### config.mk
export PLATFORM = sky130hd
export DESIGN_NAME = cfg_lock_store
export DESIGN_NICKNAME = d
export VERILOG_FILES = /design/src/rtl/cfg_lock_pkg.sv /design/src/rtl/cfg_lock_decode.sv /design/src/rtl/cfg_lock_pattern.sv /design/src/rtl/cfg_lock_signature.sv /design/src/rtl/cfg_lock_store.sv
export SDC_FILE = /design/constraint.sdc
export NUM_CORES = 1
export LEC_CHECK = 0
export ABC_CLOCK_PERIOD_IN_PS = 2600
export BUFFER_PORTS_ARGS = -buffer_cell sky130_fd_sc_hd__clkbuf_2
export CAP_MARGIN = 40
export CORE_ASPECT_RATIO = 2
export CORE_MARGIN = 4
export CORE_UTILIZATION = 56
export CTS_BUF_LIST = sky130_fd_sc_hd__clkbuf_4 sky130_fd_sc_hd__clkbuf_8
export DETAILED_ROUTE_END_ITERATION = 16
export PLACE_DENSITY_LB_ADDON = 0.3
export SYNTH_ARGS = -nofsm -noshare
export SYNTH_HDL_FRONTEND = slang
export SYNTH_SLANG_ARGS = --single-unit
### constraint.sdc
create_clock -name clk -period 2.6 [get_ports clk]
set_input_delay 0.13 -clock clk [delete_from_list [all_inputs] [get_ports clk]]
set_output_delay 0.13 -clock clk [all_outputs]
set_load 0.02 [all_outputs]
### src/rtl/cfg_lock_pkg.sv
package cfg_lock_pkg;

  localparam int OP_W = 4;

  typedef enum logic [OP_W-1:0] {
    OP_NONE    = 4'd0,
    OP_PAT_WR  = 4'd1,
    OP_PAT_RD  = 4'd2,
    OP_PRELOAD = 4'd3,
    OP_SIG_WR  = 4'd4,
    OP_SIG_RD  = 4'd5,
    OP_LOCK    = 4'd6,
    OP_ERASE   = 4'd7
  } op_e;

  typedef enum logic [2:0] {
    ACT_REFUSE,
    ACT_PAT_WR,
    ACT_PAT_RD,
    ACT_PRELOAD,
    ACT_SIG_WR,
    ACT_SIG_RD,
    ACT_LOCK,
    ACT_ERASE
  } act_e;

  typedef enum logic {
    ST_IDLE,
    ST_SWEEP
  } state_e;

endpackage

### src/rtl/cfg_lock_decode.sv
module cfg_lock_decode
  import cfg_lock_pkg::*;
#(
  parameter int ADDR_W    = 6,
  parameter int CFG_WORDS = 40,
  parameter int NREG      = 10,
  parameter int SIG_BYTES = 8
) (
  input  logic [OP_W-1:0]   op,
  input  logic [ADDR_W-1:0] addr,
  input  logic              locked,
  output act_e              act
);

  localparam logic [31:0] PAT_LIM = 32'(CFG_WORDS);
  localparam logic [31:0] REG_LIM = 32'(NREG);
  localparam logic [31:0] SIG_LIM = 32'(SIG_BYTES);

  logic [31:0] addr_w;
  logic        pat_ok;
  logic        reg_ok;
  logic        sig_ok;

  assign addr_w = 32'(addr);
  assign pat_ok = (addr_w < PAT_LIM) && !locked;
  assign reg_ok = (addr_w < REG_LIM) && !locked;
  assign sig_ok = (addr_w < SIG_LIM);

  always_comb begin
    act = ACT_REFUSE;
    case (op)
      OP_PAT_WR:  if (pat_ok) act = ACT_PAT_WR;
      OP_PAT_RD:  if (pat_ok) act = ACT_PAT_RD;
      OP_PRELOAD: if (reg_ok) act = ACT_PRELOAD;
      OP_SIG_WR:  if (sig_ok) act = ACT_SIG_WR;
      OP_SIG_RD:  if (sig_ok) act = ACT_SIG_RD;
      OP_LOCK:    act = ACT_LOCK;
      OP_ERASE:   act = ACT_ERASE;
      default:    act = ACT_REFUSE;
    endcase
  end

endmodule

### src/rtl/cfg_lock_pattern.sv
module cfg_lock_pattern #(
  parameter int WORDS  = 40,
  parameter int WORD_W = 8,
  parameter int ADDR_W = 6
) (
  input  logic              clk,
  input  logic              rst_n,
  input  logic              wr_en,
  input  logic [ADDR_W-1:0] wr_addr,
  input  logic [WORD_W-1:0] wr_data,
  input  logic              clr_en,
  input  logic [ADDR_W-1:0] clr_addr,
  input  logic [ADDR_W-1:0] rd_addr,
  output logic [WORD_W-1:0] rd_data
);

  logic [WORD_W-1:0] mem [WORDS];

  always_ff @(posedge clk or negedge rst_n) begin
    if (!rst_n) begin
      for (int w = 0; w < WORDS; w++) mem[w] <= '0;
    end else begin
      for (int w = 0; w < WORDS; w++) begin
        if (clr_en && clr_addr == ADDR_W'(w))
          mem[w] <= '0;
        else if (wr_en && wr_addr == ADDR_W'(w))
          mem[w] <= wr_data;
      end
    end
  end

  always_comb begin
    rd_data = '0;
    for (int w = 0; w < WORDS; w++)
      if (rd_addr == ADDR_W'(w)) rd_data = mem[w];
  end

  // the erase sweep and a command write never share a cycle
  sweep_write_excl_chk: assert property (@(posedge clk) disable iff (!rst_n)
    !(wr_en && clr_en));

endmodule

### src/rtl/cfg_lock_signature.sv
module cfg_lock_signature #(
  parameter int BYTES  = 8,
  parameter int WORD_W = 8,
  parameter int ADDR_W = 6
) (
  input  logic              clk,
  input  logic              rst_n,
  input  logic              wr_en,
  input  logic [ADDR_W-1:0] addr,
  input  logic [WORD_W-1:0] wr_data,
  output logic [WORD_W-1:0] rd_data
);

  logic [WORD_W-1:0] sig [BYTES];

  always_ff @(posedge clk or negedge rst_n) begin
    if (!rst_n) begin
      for (int b = 0; b < BYTES; b++) sig[b] <= '0;
    end else if (wr_en) begin
      for (int b = 0; b < BYTES; b++)
        if (addr == ADDR_W'(b)) sig[b] <= wr_data;
    end
  end

  always_comb begin
    rd_data = '0;
    for (int b = 0; b < BYTES; b++)
      if (addr == ADDR_W'(b)) rd_data = sig[b];
  end

endmodule

### src/rtl/cfg_lock_store.sv
module cfg_lock_store
  import cfg_lock_pkg::*;
#(
  parameter int ADDR_W    = 6,
  parameter int WORD_W    = 8,
  parameter int CFG_WORDS = 40,
  parameter int NREG      = 10,
  parameter int SIG_BYTES = 8
) (
  input  logic              clk,
  input  logic              rst_n,
  input  logic              cmd_valid,
  output logic              cmd_ready,
  input  logic [OP_W-1:0]   cmd_op,
  input  logic [ADDR_W-1:0] cmd_addr,
  input  logic [WORD_W-1:0] cmd_wdata,
  output logic              rsp_valid,
  input  logic              rsp_ready,
  output logic [WORD_W-1:0] rsp_data,
  output logic              rsp_err,
  output logic              busy,
  output logic              locked,
  output logic [NREG-1:0]   preload_q
);

  localparam logic [ADDR_W-1:0] LAST_WORD = ADDR_W'(CFG_WORDS - 1);

  state_e            st_q;
  logic [ADDR_W-1:0] sweep_q;
  logic              lock_q;
  logic              rv_q;
  logic [WORD_W-1:0] rd_q;
  logic              re_q;
  logic [NREG-1:0]   pre_q;

  act_e              act;
  logic              accept;
  logic [WORD_W-1:0] pat_rd;
  logic [WORD_W-1:0] sig_rd;
  logic              sweeping;

  assign sweeping  = (st_q == ST_SWEEP);
  assign cmd_ready = !sweeping && !rv_q;
  assign accept    = cmd_valid && cmd_ready;

  cfg_lock_decode #(
    .ADDR_W(ADDR_W), .CFG_WORDS(CFG_WORDS), .NREG(NREG), .SIG_BYTES(SIG_BYTES)
  ) u_decode (
    .op(cmd_op), .addr(cmd_addr), .locked(lock_q), .act(act)
  );

  cfg_lock_pattern #(
    .WORDS(CFG_WORDS), .WORD_W(WORD_W), .ADDR_W(ADDR_W)
  ) u_pattern (
    .clk(clk), .rst_n(rst_n),
    .wr_en(accept && act == ACT_PAT_WR), .wr_addr(cmd_addr), .wr_data(cmd_wdata),
    .clr_en(sweeping), .clr_addr(sweep_q),
    .rd_addr(cmd_addr), .rd_data(pat_rd)
  );

  cfg_lock_signature #(
    .BYTES(SIG_BYTES), .WORD_W(WORD_W), .ADDR_W(ADDR_W)
  ) u_sig (
    .clk(clk), .rst_n(rst_n),
    .wr_en(accept && act == ACT_SIG_WR), .addr(cmd_addr), .wr_data(cmd_wdata),
    .rd_data(sig_rd)
  );

  always_ff @(posedge clk or negedge rst_n) begin
    if (!rst_n) begin
      st_q    <= ST_IDLE;
      sweep_q <= '0;
      lock_q  <= 1'b0;
      rv_q    <= 1'b0;
      rd_q    <= '0;
      re_q    <= 1'b0;
    end else begin
      if (rv_q && rsp_ready) rv_q <= 1'b0;
      if (sweeping) begin
        if (sweep_q == LAST_WORD) begin
          st_q   <= ST_IDLE;
          lock_q <= 1'b0;
          rv_q   <= 1'b1;
          rd_q   <= '0;
          re_q   <= 1'b0;
        end else begin
          sweep_q <= sweep_q + 1'b1;
        end
      end else if (accept) begin
        if (act == ACT_ERASE) begin
          st_q    <= ST_SWEEP;
          sweep_q <= '0;
        end else begin
          rv_q <= 1'b1;
          re_q <= (act == ACT_REFUSE);
          if (act == ACT_LOCK) lock_q <= 1'b1;
          case (act)
            ACT_PAT_RD: rd_q <= pat_rd;
            ACT_SIG_RD: rd_q <= sig_rd;
            default:    rd_q <= '0;
          endcase
        end
      end
    end
  end

  generate
    for (genvar i = 0; i < NREG; i++) begin : g_pre
      always_ff @(posedge clk or negedge rst_n) begin
        if (!rst_n)
          pre_q[i] <= 1'b0;
        else if (accept && act == ACT_PRELOAD && cmd_addr == ADDR_W'(i))
          pre_q[i] <= cmd_wdata[0];
      end
    end
  endgenerate

  assign rsp_valid = rv_q;
  assign rsp_data  = rd_q;
  assign rsp_err   = re_q;
  assign busy      = sweeping;
  assign locked    = lock_q;
  assign preload_q = pre_q;


  rsp_hold_chk: assert property (@(posedge clk) disable iff (!rst_n)
    rsp_valid && !rsp_ready |=> rsp_valid && $stable(rsp_data) && $stable(rsp_err));


  no_accept_while_pending_chk: assert property (@(posedge clk) disable iff (!rst_n)
    rsp_valid |-> !cmd_ready);


  no_accept_while_busy_chk: assert property (@(posedge clk) disable iff (!rst_n)
    busy |-> !cmd_ready);


  erase_done_chk: assert property (@(posedge clk) disable iff (!rst_n)
    $fell(busy) |-> rsp_valid && !rsp_err && !locked);


  locked_verify_blank_chk: assert property (@(posedge clk) disable iff (!rst_n)
    accept && locked && cmd_op == OP_PAT_RD |=> rsp_valid && rsp_err && rsp_data == '0);


  locked_preload_frozen_chk: assert property (@(posedge clk) disable iff (!rst_n)
    accept && locked && cmd_op == OP_PRELOAD |=> $stable(preload_q) && rsp_err);


  lock_takes_hold_chk: assert property (@(posedge clk) disable iff (!rst_n)
    accept && cmd_op == OP_LOCK |=> locked && rsp_valid && !rsp_err);


  rsp_next_cycle_chk: assert property (@(posedge clk) disable iff (!rst_n)
    accept && cmd_op != OP_ERASE |=> rsp_valid);

endmodule

# Word level (Yosys, flattened, before mapping)
# Index checks and enable logic that the tools add are counted.
# totals
inputBits	22
wordCells	481
register_bits	412
ram_bits	0
n_memories	0
latchBits	0
out_inout_bits	23
romBits	0
# classes
eq_ne	95
muxes	160
n_lt_le_gt_ge	3
n_div	0
n_bitwise	0
n_mul	0
shifts	0
n_addsub	1
n_reduce_logical	158
# ops
operator	n
$mux W8	132
$eq A6 B5 Y1 const B	32
$logic_and A1 B1 Y1	98
$eq A6 B4 Y1 const B	16
$eq A6 B6 Y1 const B	16
$reduce_bool A2 Y1	43
$eq A6 B3 Y1 const B	8
$eq A6 B2 Y1 const B	4
$mux W6	4
$pmux W3 S7	1
$mux W1	18
$eq A4 B3 Y1 const B	4
$pmux W8 S2	1
$reduce_and A2 Y1	8
$eq A3 B3 Y1 const B	4
$eq A6 B1 Y1 const B	2
$logic_not A6 Y1	2
$lt A6 B4 Y1 const B	2
$eq A4 B2 Y1 const B	2
$add A6 B1 Y6 const B	1
$eq A3 B2 Y1 const B	2
$lt A6 B6 Y1 const B	1
$mux W3	2
$reduce_and A3 Y1	2
8 further kinds	12

# Longest topological paths before layout
# depth
word_depth	45
ltp_mapped	11
ltp_nobuf	7

# Hierarchy
# From an unflattened synthesis, not the netlist that was laid out.
# unflattened
cells_unflattened	2274
hier_area_um2	22003.6
# by_module_without_submodules
mod	seq_area_each_um2	instances	cells_per_inst	area_per_inst_um2
cfg_lock_pattern	8007.7	1	1926	17456.7
cfg_lock_signature	1601.5	1	201	3015.4
cfg_lock_store	700.7	1	131	1422.6
cfg_lock_decode	0.0	1	16	108.9

# Worst setup path before layout
# OpenSTA, ideal clock, no wires.
# synth_timing
kind	reg-to-reg
start	register st_q, in the netlist busy
end	register u_pattern.mem[208] in the netlist's numbering
path_buffers	2
setup_time_ns	0.131
path_stages_with_launch	10
required_ns	2.469
path_slack_ns	0.148
synth_period_minus_slack_ns	2.452
arrival_time_ns	2.321
path_cell_list	dfrtp_1 -> nor2_1 -> nand2_1 -> a21oi_1 -> nand2_2 -> a211o_1 -> buf_6 -> buf_6 -> nor3_4 -> o21ai_1
# synth_between
elab_chain_cells	6
word_cells_on_any_way	8
classes_between	1 x mux; 7 x reduce/logical
# synth_lines
element	line_no	source
start: declaration	cfg_lock_store.sv:28	state_e st_q;
start signal: assignment	cfg_lock_store.sv:71	st_q <= ST_IDLE;
start signal: assignment	cfg_lock_store.sv:81	st_q <= ST_IDLE;
start signal: assignment	cfg_lock_store.sv:91	st_q <= ST_SWEEP;
$logic_not A1 Y1	cfg_lock_store.sv:43	assign cmd_ready = !sweeping && !rv_q;
$logic_and A1 B1 Y1	cfg_lock_store.sv:43	
via cmd_ready	cfg_lock_store.sv:13	output logic cmd_ready,
$logic_and A1 B1 Y1	cfg_lock_store.sv:44	assign accept = cmd_valid && cmd_ready;
$logic_and A1 B1 Y1	cfg_lock_store.sv:56	.wr_en(accept && act == ACT_PAT_WR), .wr_addr(cmd_addr), .wr_data(cmd_wdata),
$logic_and A1 B1 Y1	cfg_lock_pattern.sv:26	else if (wr_en && wr_addr == ADDR_W'(w))
$reduce_bool A2 Y1 (no source line)	-	
end signal: indexed assignment	cfg_lock_pattern.sv:27	mem[w] <= wr_data;
end: declaration	cfg_lock_pattern.sv:17	logic [WORD_W-1:0] mem [WORDS];
# The timed path passes the listed nets, and every way through them passes these cells.
# A chain may end at the register's enable or synchronous reset.

# Worst setup path in the final report
# layout_timing
start	register u_pattern.mem[299] in the netlist's numbering
end	register rd_q[3], in the netlist rsp_data[3]
# layout_between
elab_chain_cells	42
# layout_lines
element	line_no	source
$mux W8 (38 in series)	cfg_lock_pattern.sv:35	if (rd_addr == ADDR_W'(w)) rd_data = mem[w];
$pmux W8 S2	cfg_lock_store.sv:97	case (act)
$mux W8	cfg_lock_store.sv:90	if (act == ACT_ERASE) begin
$mux W8	cfg_lock_store.sv:89	end else if (accept) begin
$mux W8	cfg_lock_store.sv:79	if (sweeping) begin
end signal: assignment	cfg_lock_store.sv:98	ACT_PAT_RD: rd_q <= pat_rd;
end signal: assignment	cfg_lock_store.sv:99	ACT_SIG_RD: rd_q <= sig_rd;
end: declaration	cfg_lock_store.sv:32	logic [WORD_W-1:0] rd_q;
# Every way passes these cells. The select of a mux whose other input is x is not followed.

==> summary.md <==
| Metric | Value |
|---|---|
| Reg-to-reg endpoint | rsp_data[3] |
| First-pass GRT wire length | 127000 µm |
| CP Cell Sequence | mux4_2, a22oi_1, a211oi_1, o31ai_1, buf_4, and3_1, o21ai_1 |
| Skew final | 0.0282 ns |
| Yosys reg bits | 412 |
| DRT Pass-1 Iters | 8 |
| Share of cells above drive strength 1 | 21.6% |
| Pre-CTS setup slack | -0.364 ns |
| Mapped cell area | 21600 µm² |
| Worst R2R Path Depth | 7 |
| Vias in the first global route | 21359 |
| Final nets | 2553 |
| WHS Endpoint | rsp_err |
| Pwr Density | 731 nW/µm² |
| Grt ovf | 0 |
| Antenna Nets Post-Route | 0 |
| Setup WS post-layout | 0.128 ns |
| TritonCTS clock tree | done |
| TritonCTS Buffers | 58 |
| Clock latency on the worst-skew pair | 0.66 ns |
| Hold Path Class | in -> reg |
| Register area share after synthesis | 47.8% |
| Fmax | 405 MHz |
| CORE AREA | 38000 µm² |
| Fin crit share | 95.1% |
| Worst hold path cell count | 4 |
| Routed WL per cell | 27.2 µm |
| Hold slack | 0.0444 ns |
| Detailed Route WL | 83900 µm |
| Clock tree sinks | 412 |
| Vias/cell | 6.92 |
| Inst Count DP | 2977 |
| Initial drt markers | 2401 |
| Residual DRC | 0 |
| Critical path endpoint category | flop |
| Max FO, Critical Path | 2 |
| H-tree Lvls | 2 |
| Syn nets | 2423 |
| CP delay by family, top | compound AO/OA/AOI/OAI gates |
| Status | complete, no violations |
| Worst setup SP type | flop |
| Largest net degree at the start of global routing | 93 |
| Clock Path Buffers | 3 |
| Maximum vdd drop | 0.000708 V |
| Root buf cell | clkbuf_8 |
| RSZ-0062 raised after global routing | no |
| Fin. Hold Viols | 0 |
| Row Count | 101 |
| Die H | 286 µm |
| GRT Util Overall | 39.4% |
| RR Startpoint | u_pattern.mem[299] |
| Most used DFF post-synth | dfrtp_1 |
| Buf/Inv on CP | 1 |
| Hold Path Origin | cmd_op[1] |
| Dpl hpwl | 58900 µm |
| Crit path kind | reg -> reg |
| Setup Viol. Count Final | 0 |
| Area growth, synth to finish | 15.4% |
| Total power | 18.2 mW |
| Worst Tran Pin Value | 0.874 ns |
| Reg clk slew, reported paths | 0.08 ns |
| Cell variety after synth | 81 |
| Initial antenna violation count | 1 |
| Reg2Reg Setup Slack | 0.13 ns |
| CP max stage cell | o31ai_1 |
| Fin crit period | 2.47 ns |
| Die width | 147 µm |
| Max Cap Viol | 0 |
| Final Wtd Congestion | 1.07 |
| Rel. slew slack | 41.7% |
| CP arrival | 3.01 ns |
| Total I/O pin count | 45 |
| Initial core utilization | 56.7% |
| Static Leakage | 10.8 nW |
| Number of synthesized flops with an enable pin | 0 |
| CP required | 3.13 ns |
| Ys Warns | 0 |
| Ys async rst share | 100% |
| Avg Cell Area, Syn | 9.01 µm² |
| Largest stage delay on the critical path | 0.53 ns |
| Final Max Tran Viols | 0 |
| Port Buf Inserts | 44 |
| Die area | 41900 µm² |
| Post-Syn Instances | 2397 |
| Fin cells | 3087 |
| Via Count | 21351 |
[synthesized netlist by cell type, types with 16 or more instances]
cell type	instances	area (µm²)
a21oi_1	52	260
a221oi_1	18	158
a22oi_1	56	420
buf_2	75	375
clkbuf_1	122	458
dfrtp_1	412	10300
mux2_2	85	957
mux2i_1	16	160
nand2_1	476	1790
nand3_1	42	210
nand4_1	282	1760
nor2_1	85	319
nor2_2	37	231
nor3_1	17	85.1
o21ai_0	281	1410
o21ai_1	98	490
o22ai_1	18	113
[per-stage QoR]
stage | area (µm²) | utilization, % | setup TNS, ns
2_1_floorplan | 21600 | - | 0
3_3_place_gp | 23600 | 62.0 | -0.787
3_5_place_dp | 23600 | 62.1 | -0.747
4_1_cts | 24900 | 65.4 | 0
5_1_grt | 24900 | 65.5 | 0
6_report | 24900 | 65.5 | 0
[repair_timing]
action,in CTS,in global routing
setup buffers,0,0
hold buffers,4,0
endpoints found under the hold margin,87,0
endpoints found under the setup margin,0,13
gates resized for setup,0,3
[per-layer routing]
metal  wire [µm]  vias to the layer above  track usage, %
li1            -                     9074               -
met1       27000                    10192            43.6
met2       39500                     1522            64.6
met3        7490                      563            6.61
met4        9920                        0            35.5
met5           0                        -               0
[flip-flops by register name, indices dropped and copies added, names as in the netlist]
name and cells:
busy 1, locked 1, preload_q 10, rsp_data 8, rsp_err 1, rsp_valid 1
sweep_q 6, u_pattern.mem 320, u_sig.sig 64
[cells by family after synthesis]
family | Yosys count | synth area share, %
AOI/OAI and AO/OA | 622 | 17.3
xor gates and xnor gates | 3 | 0.122
adders and majority gates | 4 | 0.232
buffers and inverters | 228 | 4.68
DFF | 412 | 47.8
muxes | 111 | 6.22
and+or+nand+nor | 1017 | 23.6
[placed cells by master, fill, tap and decap left out, drive strengths merged, types with 5 or more instances in the layout]
master and count:
clkbuf 131, mux2i 16, nand4 282, and3 10
a22oi 57, nand2 477, mux2 85, nand2b 9
dfrtp 412, clkinv 11, nor2 122, buf 242
o221ai 5, a222oi 5, a221o 6, inv 14
a22o 6, o22ai 18, nor2b 8, nor4b 5
nand3 42, a211oi 12, o2111ai 5, nor3 28
o31ai 6, a31oi 8, o211ai 7, a2111oi 7
a221oi 18, mux4 10, o21ai 379, a21oi 52
[cell type report]
class	count	area, µm²
multi-input cells	1757	10300
fillers	3143	13100
well taps	515	644
repair buffers	286	2380
clock inverters	13	72.6
diodes	1	2.50
inverters	12	45.0
clock buffers	91	1150
flip-flops and latches	412	10300
[report_power, final]
part	internal, mW	switching [mW]
logic	1.32	2.42
registers	7.81	1.24
clock network	2.80	2.63
[tightest hold or removal path: stages]
cell and delay [ns]:
clkbuf_2 0.14, buf_4 0.19, nand2_1 0.06, a32o_1 0.15
[worst max-delay path by stage]
stage               depth (start not counted)                 end                from
floorplan                                   9  u_pattern.mem[208]                busy
global placement                           10         rsp_data[5]         cmd_addr[5]
detailed placement                         10         rsp_data[5]         cmd_addr[4]
global route                                9   u_pattern.mem[93]           rsp_valid
finish                                      7         rsp_data[3]  u_pattern.mem[299]
CTS                                         8  u_pattern.mem[126]           rsp_valid
No activity file was read; power rests on OpenSTA's default activity.
